<file path="config.mk">
export PLATFORM = sky130hd
export DESIGN_NAME = err_capture_unit
export DESIGN_NICKNAME = d
export VERILOG_FILES = /design/src/rtl/err_cap_pkg.sv /design/src/rtl/err_ctrl_regs.sv /design/src/rtl/err_detect_log.sv /design/src/rtl/err_first_capture.sv /design/src/rtl/err_capture_unit.sv
export SDC_FILE = /design/constraint.sdc
export NUM_CORES = 1
export LEC_CHECK = 0
export CORE_MARGIN = 8
export CORE_UTILIZATION = 43
export CTS_CLUSTER_SIZE = 12
export DETAILED_ROUTE_END_ITERATION = 10
export PLACE_DENSITY = 0.88
export SYNTH_ARGS = -nofsm -noshare
export SYNTH_HDL_FRONTEND = slang
export SYNTH_HIERARCHICAL = 1
export SYNTH_SLANG_ARGS = --single-unit
</file>
<file path="constraint.sdc">
create_clock -name clk -period 2.2 [get_ports clk]
set_input_delay 0.66 -clock clk [delete_from_list [all_inputs] [get_ports clk]]
set_output_delay 0.66 -clock clk [all_outputs]
set_load 0.02 [all_outputs]
</file>
<file path="src/rtl/err_cap_pkg.sv">
package err_cap_pkg;
  localparam int unsigned REG_W  = 32;
  localparam int unsigned REG_AW = 4;

  localparam logic [REG_AW-1:0] OFS_DET   = 4'd0;
  localparam logic [REG_AW-1:0] OFS_DIS   = 4'd1;
  localparam logic [REG_AW-1:0] OFS_IEN   = 4'd2;
  localparam logic [REG_AW-1:0] OFS_CADDR = 4'd3;
  localparam logic [REG_AW-1:0] OFS_CATTR = 4'd4;
  localparam logic [REG_AW-1:0] OFS_CDHI  = 4'd5;
  localparam logic [REG_AW-1:0] OFS_CDLO  = 4'd6;
  localparam logic [REG_AW-1:0] OFS_CACC  = 4'd7;

  // big-endian bit number -> position in a logic [REG_W-1:0] vector
  function automatic int unsigned be_to_hw(input int unsigned be_bit);
    return REG_W - 1 - be_bit;
  endfunction
endpackage

</file>
<file path="src/rtl/err_ctrl_regs.sv">
module err_ctrl_regs #(
  parameter int unsigned N_TYPES = 4
) (
  input  logic               clk,
  input  logic               rst_n,
  input  logic               wr_dis,
  input  logic               wr_ien,
  input  logic [N_TYPES-1:0] wbits,
  output logic [N_TYPES-1:0] dis_q,
  output logic [N_TYPES-1:0] ien_q
);
  logic [N_TYPES-1:0] dis_d, ien_d;

  always_comb begin
    dis_d = dis_q;
    ien_d = ien_q;
    if (wr_dis) dis_d = wbits;
    if (wr_ien) ien_d = wbits;
  end

  always_ff @(posedge clk or negedge rst_n) begin
    if (!rst_n) begin
      dis_q <= '0;
      ien_q <= '0;
    end else begin
      if (wr_dis) dis_q <= dis_d;
      if (wr_ien) ien_q <= ien_d;
    end
  end
endmodule

</file>
<file path="src/rtl/err_detect_log.sv">
module err_detect_log #(
  parameter int unsigned N_TYPES = 4
) (
  input  logic               clk,
  input  logic               rst_n,
  input  logic [N_TYPES-1:0] ev,
  input  logic [N_TYPES-1:0] dis,
  input  logic [N_TYPES-1:0] ien,
  input  logic               clr_en,
  input  logic [N_TYPES-1:0] clr_bits,
  output logic [N_TYPES-1:0] det_q,
  output logic               hit_any,
  output logic               rearm,
  output logic               irq_o
);
  logic [N_TYPES-1:0] hit, clr_eff, det_d;
  logic               irq_d;

  always_comb begin
    hit     = ev & ~dis;
    clr_eff = clr_en ? clr_bits : '0;
    // a fresh event outranks a clear of the same bit
    det_d   = (det_q & ~clr_eff) | hit;
    hit_any = |hit;
    rearm   = (det_d == '0);
    irq_d   = |(det_q & ien);
  end

  always_ff @(posedge clk or negedge rst_n) begin
    if (!rst_n) begin
      det_q <= '0;
      irq_o <= 1'b0;
    end else begin
      det_q <= det_d;
      irq_o <= irq_d;
    end
  end

  for (genvar k = 0; k < N_TYPES; k++) begin : g_chk

    det_sets_chk: assert property (@(posedge clk) disable iff (!rst_n)
      (ev[k] && !dis[k]) |=> det_q[k]);

    dis_blocks_chk: assert property (@(posedge clk) disable iff (!rst_n)
      (ev[k] && dis[k] && !det_q[k]) |=> !det_q[k]);

    no_spurious_set_chk: assert property (@(posedge clk) disable iff (!rst_n)
      (!det_q[k] && !ev[k]) |=> !det_q[k]);
  end


  irq_low_chk: assert property (@(posedge clk) disable iff (!rst_n)
    ((det_q & ien) == '0) |=> !irq_o);

  irq_high_chk: assert property (@(posedge clk) disable iff (!rst_n)
    ((det_q & ien) != '0) |=> irq_o);
endmodule

</file>
<file path="src/rtl/err_first_capture.sv">
module err_first_capture #(
  parameter int unsigned ADDR_W = 32,
  parameter int unsigned ATTR_W = 8,
  parameter int unsigned DATA_W = 32,
  parameter int unsigned ACC_W  = 8
) (
  input  logic              clk,
  input  logic              rst_n,
  input  logic              hit_any,
  input  logic              rearm,
  input  logic [ADDR_W-1:0] in_addr,
  input  logic [ATTR_W-1:0] in_attr,
  input  logic [DATA_W-1:0] in_dhi,
  input  logic [DATA_W-1:0] in_dlo,
  input  logic [ACC_W-1:0]  in_acc,
  output logic [ADDR_W-1:0] cap_addr,
  output logic [ATTR_W-1:0] cap_attr,
  output logic [DATA_W-1:0] cap_dhi,
  output logic [DATA_W-1:0] cap_dlo,
  output logic [ACC_W-1:0]  cap_acc
);
  logic vld_q, vld_d, load;

  always_comb begin
    load  = hit_any && !vld_q;
    vld_d = rearm ? 1'b0 : (vld_q | hit_any);
  end

  always_ff @(posedge clk or negedge rst_n) begin
    if (!rst_n) begin
      vld_q    <= 1'b0;
      cap_addr <= '0;
      cap_attr <= '0;
      cap_dhi  <= '0;
      cap_dlo  <= '0;
      cap_acc  <= '0;
    end else begin
      vld_q <= vld_d;
      if (load) begin
        cap_addr <= in_addr;
        cap_attr <= in_attr;
        cap_dhi  <= in_dhi;
        cap_dlo  <= in_dlo;
        cap_acc  <= in_acc;
      end
    end
  end


  hold_first_chk: assert property (@(posedge clk) disable iff (!rst_n)
    vld_q |=> ($stable(cap_addr) && $stable(cap_attr) && $stable(cap_dhi)
               && $stable(cap_dlo) && $stable(cap_acc)));
endmodule

</file>
<file path="src/rtl/err_capture_unit.sv">
module err_capture_unit
  import err_cap_pkg::*;
#(
  parameter int unsigned N_TYPES   = 4,
  parameter int unsigned TYPE_BASE = 3,
  parameter int unsigned ADDR_W    = 32,
  parameter int unsigned ATTR_W    = 8,
  parameter int unsigned DATA_W    = 32,
  parameter int unsigned ACC_W     = 8
) (
  input  logic                 clk,
  input  logic                 rst_n,
  input  logic [N_TYPES-1:0]   ev_vec,
  input  logic [ADDR_W-1:0]    ev_addr,
  input  logic [ATTR_W-1:0]    ev_attr,
  input  logic [DATA_W-1:0]    ev_data_hi,
  input  logic [DATA_W-1:0]    ev_data_lo,
  input  logic [ACC_W-1:0]     ev_acc,
  input  logic [REG_AW-1:0]    reg_addr,
  input  logic                 reg_wr,
  input  logic [REG_W-1:0]     reg_wdata,
  output logic [REG_W-1:0]     reg_rdata,
  output logic                 rd_err_o,
  output logic                 irq_o
);
  logic [N_TYPES-1:0] dis_q, ien_q, det_q, wbits;
  logic               wr_det, wr_dis, wr_ien, rearm;
  logic [REG_W-1:0]   det_img, dis_img, ien_img;
  logic [ADDR_W-1:0]  cap_addr;
  logic [ATTR_W-1:0]  cap_attr;
  logic [DATA_W-1:0]  cap_dhi, cap_dlo;
  logic [ACC_W-1:0]   cap_acc;

  always_comb begin
    wr_det  = reg_wr && (reg_addr == OFS_DET);
    wr_dis  = reg_wr && (reg_addr == OFS_DIS);
    wr_ien  = reg_wr && (reg_addr == OFS_IEN);
    det_img = '0;
    dis_img = '0;
    ien_img = '0;
    for (int k = 0; k < int'(N_TYPES); k++) begin
      wbits[k]                           = reg_wdata[be_to_hw(TYPE_BASE + k)];
      det_img[be_to_hw(TYPE_BASE + k)]   = det_q[k];
      dis_img[be_to_hw(TYPE_BASE + k)]   = dis_q[k];
      ien_img[be_to_hw(TYPE_BASE + k)]   = ien_q[k];
    end
  end

  err_ctrl_regs #(.N_TYPES(N_TYPES)) u_ctrl (
    .clk(clk), .rst_n(rst_n), .wr_dis(wr_dis), .wr_ien(wr_ien),
    .wbits(wbits), .dis_q(dis_q), .ien_q(ien_q)
  );

  err_detect_log #(.N_TYPES(N_TYPES)) u_det (
    .clk(clk), .rst_n(rst_n), .ev(ev_vec), .dis(dis_q), .ien(ien_q),
    .clr_en(wr_det), .clr_bits(wbits), .det_q(det_q),
    .hit_any(rd_err_o), .rearm(rearm), .irq_o(irq_o)
  );

  err_first_capture #(
    .ADDR_W(ADDR_W), .ATTR_W(ATTR_W), .DATA_W(DATA_W), .ACC_W(ACC_W)
  ) u_cap (
    .clk(clk), .rst_n(rst_n), .hit_any(rd_err_o), .rearm(rearm),
    .in_addr(ev_addr), .in_attr(ev_attr), .in_dhi(ev_data_hi),
    .in_dlo(ev_data_lo), .in_acc(ev_acc),
    .cap_addr(cap_addr), .cap_attr(cap_attr), .cap_dhi(cap_dhi),
    .cap_dlo(cap_dlo), .cap_acc(cap_acc)
  );

  always_comb begin
    case (reg_addr)
      OFS_DET:   reg_rdata = det_img;
      OFS_DIS:   reg_rdata = dis_img;
      OFS_IEN:   reg_rdata = ien_img;
      OFS_CADDR: reg_rdata = REG_W'(cap_addr);
      OFS_CATTR: reg_rdata = REG_W'(cap_attr);
      OFS_CDHI:  reg_rdata = REG_W'(cap_dhi);
      OFS_CDLO:  reg_rdata = REG_W'(cap_dlo);
      OFS_CACC:  reg_rdata = REG_W'(cap_acc);
      default:   reg_rdata = '0;
    endcase
  end


  flag_sets_det_chk: assert property (@(posedge clk) disable iff (!rst_n)
    rd_err_o |=> (det_q != '0));
endmodule

</file>
==> metrics.yaml, run 1 <==
syn_nets: 574
crit_chain: "buf_8 -> and4bb_4 -> buf_12 -> a222oi_1 -> inv_1 -> buf_6"
drv_cap: 0
drive_gt1_frac: 0.477
hold_viol_final: 0
first_pass_iters: 6
hold_ws_ns: 0.204
htreeDepth: 4
synth.ff_latch_count: 126
nets: 784
irDropWorstVdd_uv: 480
grt_antenna_before_repair: 0
power_frac_clock: 0.430
rows: 43
leakage_nw: 4.13
drc: 0
ff2ff_path_depth: 8
clkSinkCount: 126
synth_edf_count: 0
place_area_um2: 8140
die_w_um: 136
post_drt_wl_per_cell_um: 21.5
skew_ns: 0.00845
die_h_um: 136
finalCriticalPeriod_ns: 2.47
r2r_end: "u_cap/cap_dlo[2]"
p_per_area_nw_per_um2: 735
setup-violations-final: 33
clkTransAtPathRegs_ns: 0.06
synthFlopType: "dfrtp_1"
drv_slew: 0
antennaDiodeCount: 0
crit_required_ns: 1.54
portBuffers: 160
yosysSeqAreaShare: 0.513
rsz0062_at_grt: "true"
maxSlewHeadroom: 0.664
grt_max_degree: 52
cts_tree: "built"
combPwrFrac: 0.168
synth_top_cell_by_area: "dfrtp_1"
outcome: "finished, violations left"
intPower_mw: 5.16
antenna_left: 0
synth_top_area_frac: 0.513
cts_buffers: 17
overflow: 0
pwr-share-seq: 0.401
placedCellCount: 772
cp_data_arrival_time_ns: 1.81
crit_slowest_cell: "a222oi_1"
avgSynthCellArea_um2: 14.7
worst_slack_ns: -0.268
place.gp.congestion: 0.860
yosysWarnings: 6
p_sw_frac: 0.233
core-area_um2: 13900
track_usage: 0.191
max_freq_mhz: 405
vias: 4446
violations: "negative setup slack"
clock_latency_ns: 0.41
worstMarginPinSlew_ns: 0.504
drtIter0Drc: 311
yosysMostFrequentCell: "dfrtp_1"
area_delta_synth_final_pct: 48.9
layout.cells.non_filler: 822
synth_cell_types: 38
via_per_inst: 5.41
cts_root_buf: "clkbuf_16"
cp-start-kind: "input pin"
syn_area_um2: 6150
rr_startpoint: "u_ctrl/dis_q[1]"
grt_pass1_wl_um: 27300
dp_slack_ns: -1.24
endpoint_kind: "output pin"
die-area_um2: 18400
slowest_delay_ns: 0.38
critPathKind: "in2out"
cts.path.max_buffers: 2
dp_hpwl_um: 12100
drt_wl_total_um: 17700
hp-class: "in2async"
period_share: 1.12
grt_pass1_vias: 5094
synthesis.instances: 419
r2r_slack_ns: 0.09
synth_area_leaders: "dfrtp_1, mux2_4, mux2_2"
path_max_fanout: 5
io_pins: 189
power_switching_mw: 1.57
synth_common_cells: "dfrtp_1, mux2_4, mux2_2"
synthArstFlopShare: 1.00
start_util: 0.441
final_area_um2: 9160
[routing by layer]
metal  part of all wire  wire length (um)  global-route usage  up-vias
met5                  0                 0                   0        -
met3              0.047               828              0.0453       39
met2               0.51              8960               0.315      159
met4              0.033               592              0.0913        0
met1               0.41              7300               0.230     2275
li1                   -                 -                   -     1973
[stage by stage]
step	utilization	total power [mW]	setup TNS [ns]
finish	0.657	6.73	-6.19
global route	0.657	6.98	-7.86
CTS	0.651	6.74	-6.14
detailed placement	0.584	3.74	-83.89
global placement	0.584	3.70	-82.62
floorplan	-	3.18	-3.81
[worst max-delay path: cells and delay by family]
| kind | cells | cell delay (ns) |
|---|---|---|
| and+or+nand+nor | 1 | 0.26 |
| AOI/OAI and AO/OA | 1 | 0.38 |
| buffers and inverters | 4 | 0.52 |
[cells in the final DEF (no fill, tap or decap), drive strengths merged]
master         count
mux2             131
dfrtp            126
clkdlybuf4s50    118
buf               98
inv               25
clkbuf            24
a222oi            21
and3b             11
nor2b              9
nand2              9
a22oi              8
o21ai              6
a21oi              6
a32oi              5
nor2               5
clkinvlp           4
a21o               4
o221ai             3
clkinv             3
bufinv             3
and4bb             3
and3               2
nor3               2
nor3b              2
and2               1
nand4b             1
nand2b             1
mux4               1
a221oi             1
a211oi             1
nor4bb             1
a31oi              1
nand3              1
o211ai             1
o311ai             1
clkdlybuf4s15      1
or4                1
nor4               1
[worst max path at each step]
stage               cells after the start         from  slack, ns            end
finish                                  6  reg_addr[2]      -0.27  reg_rdata[19]
global route                            6  reg_addr[0]      -0.33  reg_rdata[20]
CTS                                     6  reg_addr[1]      -0.29  reg_rdata[20]
detailed placement                      6  reg_addr[1]      -1.24  reg_rdata[19]
global placement                        7  reg_addr[1]      -1.25   reg_rdata[0]
floorplan                               4  reg_addr[0]      -0.11  reg_rdata[27]
[state kept, by name, indices dropped and copies added (netlist names)]
register	flops
u_cap/cap_dhi	32
u_cap/cap_dlo	32
u_cap/cap_attr	8
u_cap/cap_addr	32
u_cap/vld_q	1
u_det/irq_o	1
u_cap/cap_acc	8
u_ctrl/dis_q	4
u_ctrl/ien_q	4
u_det/det_q	4
[cell families after synthesis]
group	Yosys count	synth area share
muxes	132	0.292
AOI/OAI and AO/OA	58	0.0763
and+or+nand+nor	50	0.0572
buffers and inverters	53	0.0614
DFF	126	0.513
[power by group through the flow]
stage          Combinational, mW  Sequential (mW)  Clock, mW
4_1_cts                     1.10             2.70       2.94
5_1_grt                     1.20             2.73       3.05
3_5_place_dp                1.02             2.72          0
3_3_place_gp               0.991             2.71          0
6_report                    1.13             2.70       2.90
2_1_floorplan              0.502             2.68          0
[cell type report]
type / count / area [um^2]
Fill cell: 985 / 4780
Sequential cell: 126 / 3150
Multi-Input combinational cell: 240 / 2860
Timing Repair Buffer: 219 / 2200
Clock buffer: 22 / 484
Tap cell: 180 / 225
Clock inverter: 10 / 135
Inverter: 25 / 96.3
[timing repair]
action | in CTS | in global routing
pin swaps | 33 | 21
cloned | 2 | 1
setup endpoints to repair | 38 | 33
buffers inserted | 13 | 9
hold buffers | 0 | 0
resized for setup | 260 | 25
No activity file was read; power rests on OpenSTA's default activity.
==> run 2, diff against run 1 <==
--- a/config.mk
+++ b/config.mk
@@ -5,11 +5,13 @@
 export SDC_FILE = /design/constraint.sdc
 export NUM_CORES = 1
 export LEC_CHECK = 0
+export ABC_AREA = 1
+export CAP_MARGIN = 20
 export CORE_MARGIN = 8
 export CORE_UTILIZATION = 43
 export CTS_CLUSTER_SIZE = 12
 export DETAILED_ROUTE_END_ITERATION = 10
-export PLACE_DENSITY = 0.88
+export PLACE_DENSITY = 0.89
 export SYNTH_ARGS = -nofsm -noshare
 export SYNTH_HDL_FRONTEND = slang
 export SYNTH_HIERARCHICAL = 1
==> run 2 against run 1 <==
Effect of this change: the flow still finishes with violations (negative setup slack); flip-flop and latch count unchanged; critical endpoint is now reg_rdata[25]; core utilization grew 3.1 points; synthesized cell count up 91%; largest cell class unchanged.
==> metrics.yaml, run 2 <==
outcome: "finished, violations left"
violations: "negative setup slack"
synth_cell_types: 15
drt_wl_total_um: 22300
hp-class: "in2async"
maxSlewHeadroom: 0.596
die-area_um2: 18300
antennaDiodeCount: 0
p_per_area_nw_per_um2: 704
utilization: 0.688
avgSynthCellArea_um2: 7.62
synth_simple_gate_area_share: 0.414
leakage_nw: 4.90
max_freq_mhz: 408
synth_edf_count: 0
skew_ns: 0.00866
die_h_um: 135
crit_path_start: "reg_addr[3]"
cts_buffers: 17
die_w_um: 135
grt_pass1_vias: 6652
irDropWorstVdd_uv: 542
start_util: 0.439
cts_tree: "built"
final_common_cell: "nand2_1"
syn_area_um2: 6100
dp_hpwl_um: 13600
drv_cap: 0
place.gp.congestion: 0.932
overflow: 0
cp_data_arrival_time_ns: 1.79
final_cell_mix: "nand2_1, nand3_1, dfrtp_1"
finalCriticalPeriod_ns: 2.45
synthArstFlopShare: 1.00
vias: 6384
grt_antenna_before_repair: 0
clkSinkCount: 126
cts.path.max_buffers: 2
setup-violations-final: 32
rr_startpoint: "u_ctrl/dis_q[3]"
yosysMostFrequentCell: "nand2_1"
track_usage: 0.242
drtIter0Drc: 713
drive_gt1_frac: 0.240
antenna_left: 0
grt_max_degree: 86
endpoint_kind: "output pin"
grt_pass1_wl_um: 34200
portBuffers: 160
htreeDepth: 4
io_pins: 189
top_regs: "u_cap/cap_addr (32), u_cap/cap_dhi (32), u_cap/cap_dlo (32)"
cp-start-kind: "input pin"
critPathKind: "in2out"
synthAdderAreaFrac: 0
synthMuxAreaShare: 0
synthesis.instances: 800
synth_top_area_frac: 0.517
synth_compound_area_frac: 0
path_max_fanout: 7
period_share: 1.11
core-area_um2: 13900
yosysSeqAreaShare: 0.517
syn_nets: 955
synth.ff_latch_count: 126
yosysWarnings: 6
hold_viol_final: 0
crit_required_ns: 1.54
drv_slew: 0
worst_slack_ns: -0.251
rows: 43
post_drt_wl_per_cell_um: 19.1
rsz0062_at_grt: "true"
synthFlopType: "dfrtp_1"
final_area_um2: 9550
synth_top_cell_by_area: "dfrtp_1"
synth_area_leaders: "dfrtp_1, nand2_1, nand3_1"
via_per_inst: 5.48
place_area_um2: 7960
clock_latency_ns: 0.43
synth-xor-area-share: 0
area_delta_synth_final_pct: 56.6
cts_root_buf: "clkbuf_16"
synth_common_cells: "nand2_1, nand3_1, dfrtp_1"
nets: 1129
worstMarginPinSlew_ns: 0.605
cts_hold_buffers: 0
drc: 0
r2r_slack_ns: 0.33
clkTransAtPathRegs_ns: 0.06
first_pass_iters: 6
synth_top_family_by_area: "simple AND/OR/NAND/NOR gates"
[run 2: cells by family (layout without fill, tap and decap cells)]
logic type | Yosys count | count (layout)
and+or+nand+nor | 600 | 600
DFF | 126 | 126
buffers and inverters | 74 | 260
[run 2: final timing paths]
check | to | cells past startpoint
worst max-delay path | reg_rdata[25] | 10
worst min-delay path | u_cap/cap_addr[16] | 2
worst max register to register | u_cap/cap_addr[18] | 7
worst min register to register | u_cap/cap_dlo[4] | 2
max in group asynchronous | u_cap/cap_attr[6] | 2
min in group clk | u_cap/cap_dlo[4] | 2
[run 2: through the flow]
step	setup TNS (ns)	total power, mW	hold slack, ns	cells	setup slack [ns]
global route	-6.24	6.97	0.248	1166	-0.293
floorplan	0	3.16	0.364	800	0.0925
finish	-5.24	6.72	0.232	1166	-0.251
global placement	-39.49	3.67	0.454	1120	-0.990
detailed placement	-43.79	3.71	0.459	1120	-1.02
CTS	-4.21	6.64	0.240	1167	-0.176
[run 2: routing by layer]
metal  GRT usage  share of wire  up-vias
met3      0.0706           0.10       90
met4       0.131          0.046        0
li1            -              -     2900
met2       0.396           0.49      410
met1       0.281           0.37     2984
met5           0              0        -
[run 2: worst max-delay path, cell delays in order]
cell,delay [ns]
buf_8,0.11
buf_6,0.11
nor2_4,0.17
buf_6,0.17
buf_16,0.15
nand3_4,0.07
nand2_2,0.08
nor2_1,0.04
nand2_1,0.10
buf_6,0.13
[run 2: repair_timing]
item | CTS | global route
setup endpoints to repair | 33 | 32
resized for setup | 346 | 51
pin swaps | 32 | 24
buffers inserted | 7 | 0
cloned | 9 | 1
[run 2: area by class of cell]
class,instances,area (um^2)
Tap cell,180,225
Inverter,22,93.8
Clock inverter,11,144
Fill cell,976,4330
Sequential cell,126,3150
Timing Repair Buffer,207,2380
Multi-Input combinational cell,600,3120
Clock buffer,20,437
[run 2: power breakdown]
part	switching [mW]	internal, mW	leakage [nW]
Combinational	0.585	0.532	3.14
Clock	1.05	1.77	0.272
Sequential	0.221	2.57	1.49
Total	1.86	4.87	4.90
==> run 3, diff against run 2 <==
--- a/config.mk
+++ b/config.mk
@@ -8,10 +8,10 @@
 export ABC_AREA = 1
 export CAP_MARGIN = 20
 export CORE_MARGIN = 8
-export CORE_UTILIZATION = 43
+export CORE_UTILIZATION = 30
 export CTS_CLUSTER_SIZE = 12
 export DETAILED_ROUTE_END_ITERATION = 10
-export PLACE_DENSITY = 0.89
+export PLACE_DENSITY = 0.69
 export SYNTH_ARGS = -nofsm -noshare
 export SYNTH_HDL_FRONTEND = slang
 export SYNTH_HIERARCHICAL = 1
==> run 3 against run 2 <==
Effect of this change: the flow still finishes with violations (negative setup slack); worst setup slack gained 0.037 ns; global-route usage fell by 6.4 points; register-to-register slack got worse by 0.06 ns; worst hold slack improved by 0.018 ns; via count down 5.1%; clock skew decreased by 0.0012 ns; core utilization shrank 20 points.
==> metrics.yaml, run 3 (synthesis results as in run 2) <==
outcome: "finished, violations left"
violations: "negative setup slack"
critPathKind: "in2out"
layout.cells.non_filler: 1267
drt-met1-wl_um: 9540
r2r_slack_ns: 0.27
grt_max_degree: 65
intPower_mw: 5.40
die_h_um: 159
drv_slew: 0
drive_gt1_frac: 0.267
grt_pass1_wl_um: 34300
cts_tree: "built"
place.gp.congestion: 0.879
skew_ns: 0.00746
clkSinkCount: 126
drv_cap: 0
worstMarginPinSlew_ns: 0.602
crit_end: "reg_rdata[18]"
drtIter0Drc: 314
combPwrFrac: 0.156
vias: 6058
area_delta_synth_final_pct: 61.2
drc: 0
top_regs: "u_cap/cap_addr (32), u_cap/cap_dhi (32), u_cap/cap_dlo (32)"
cts_buffers: 17
final_common_cell: "nand2_1"
worst_slack_ns: -0.214
via_per_inst: 4.78
crit_path_start: "reg_addr[3]"
crit_required_ns: 1.54
finalCriticalPeriod_ns: 2.41
period_share: 1.10
overflow: 0
drt_wl_total_um: 22300
slowest_delay_ns: 0.19
grt_pass1_vias: 6340
maxUsedRoutingLayer: "met5"
irDropWorstVdd_uv: 538
htreeDepth: 4
cts.path.max_buffers: 2
grt_antenna_before_repair: 3
crit_slowest_cell: "nor3_4"
p_sw_frac: 0.254
wl_met3_um: 1930
hold_ws_ns: 0.250
final_cell_mix: "nand2_1, nand3_1, dfrtp_1"
power_frac_clock: 0.462
pwr-share-seq: 0.383
r2r_end: "u_cap/cap_dhi[18]"
rr_startpoint: "u_ctrl/dis_q[0]"
p_per_area_nw_per_um2: 735
cp_data_arrival_time_ns: 1.75
io_pins: 189
rsz0062_at_grt: "true"
track_usage: 0.178
dp_hpwl_um: 14500
ff2ff_path_depth: 7
cp-start-kind: "input pin"
antennaDiodeCount: 0
maxSlewHeadroom: 0.598
clock_latency_ns: 0.42
wl_met2_um: 10300
placedCellCount: 1215
die-area_um2: 25200
die_w_um: 159
crit_chain: "buf_8 -> inv_2 -> nand2_2 -> buf_6 -> nor3_4 -> buf_12 -> clkbuf_16 -> nand2_2 -> nand3_2 -> buf_6"
leakage_nw: 4.93
antenna_left: 0
clkTransAtPathRegs_ns: 0.06
hp-class: "in2async"
path_max_fanout: 5
power_switching_mw: 1.83
start_util: 0.303
rows: 52
core-area_um2: 20100
first_pass_iters: 5
post_drt_wl_per_cell_um: 17.6
hold_viol_final: 0
max_freq_mhz: 414
endpoint_kind: "output pin"
setup-violations-final: 32
portBuffers: 160
nets: 1140
cts_root_buf: "clkbuf_16"
[run 3: cell count changes in the layout (fill, tap and decap cells not counted), moves of 4 or more]
cell,previous run,this run
nand2_2,28,52
nand2_4,32,17
nand3_2,29,42
buf_4,15,27
nand2_1,323,314
nand3_1,152,145
nand3_4,7,1
bufinv_16,3,7
clkdlybuf4s50_1,122,118
dlygate4sd2_1,0,4
[run 3: stage by stage]
stage          worst slack (ns)  power (mW)  setup TNS, ns  utilization  area, um^2
3_5_place_dp              -1.10        3.75         -63.71        0.405        8140
6_report                 -0.214        7.23          -5.64        0.489        9830
3_3_place_gp              -1.07        3.72         -63.17        0.405        8140
5_1_grt                  -0.256        7.52          -7.01        0.489        9830
4_1_cts                  -0.222        7.25          -5.41        0.475        9550
2_1_floorplan            0.0925        3.16              0            -        6100
[run 3: power groups by stage]
stage	registers [mW]	logic [mW]	clock network, mW
after floorplan	2.72	0.439	0
after global placement	2.76	0.962	0
after detailed placement	2.76	0.983	0
after CTS	2.74	1.10	3.41
after global routing	2.79	1.23	3.50
final	2.77	1.13	3.34
[run 3: worst min path at each step]
stage	slack, ns	cells after the start	end	from
after floorplan	0.36	0	u_cap/cap_acc[0]	rst_n
after global placement	0.45	2	u_cap/cap_dlo[18]	u_cap/cap_dlo[18]
after detailed placement	0.46	2	u_cap/cap_dhi[17]	u_cap/cap_dhi[17]
after CTS	0.26	2	u_cap/cap_addr[4]	rst_n
after global routing	0.27	2	u_cap/cap_attr[4]	rst_n
final	0.25	2	u_ctrl/ien_q[0]	rst_n
[run 3: worst max-delay path: cells and delay by family]
family / cells / cell delay [ns]
AND/OR/NAND/NOR: 4 / 0.38
buffers and inverters: 6 / 0.69
[run 3: final cells by class]
class	instances	area, um^2
fillers	1822	10300
repair buffers	218	2480
multi-input cells	600	3070
clock inverters	13	260
inverters	22	88.8
flip-flops and latches	126	3150
well taps	270	338
clock buffers	18	439
[run 3: repair_timing]
item / CTS / global route
cloned: 8 / 2
setup endpoints to repair: 33 / 32
pin swaps: 29 / 34
buffers inserted: 12 / 3
resized for setup: 315 / 73
hold buffers: 0 / 0
[run 3: per-layer routing]
layer / GRT usage / vias to the layer above
li1: - / 2926
met1: 0.226 / 2870
met2: 0.281 / 220
met3: 0.0627 / 36
met4: 0.0530 / 6
met5: 0 / -
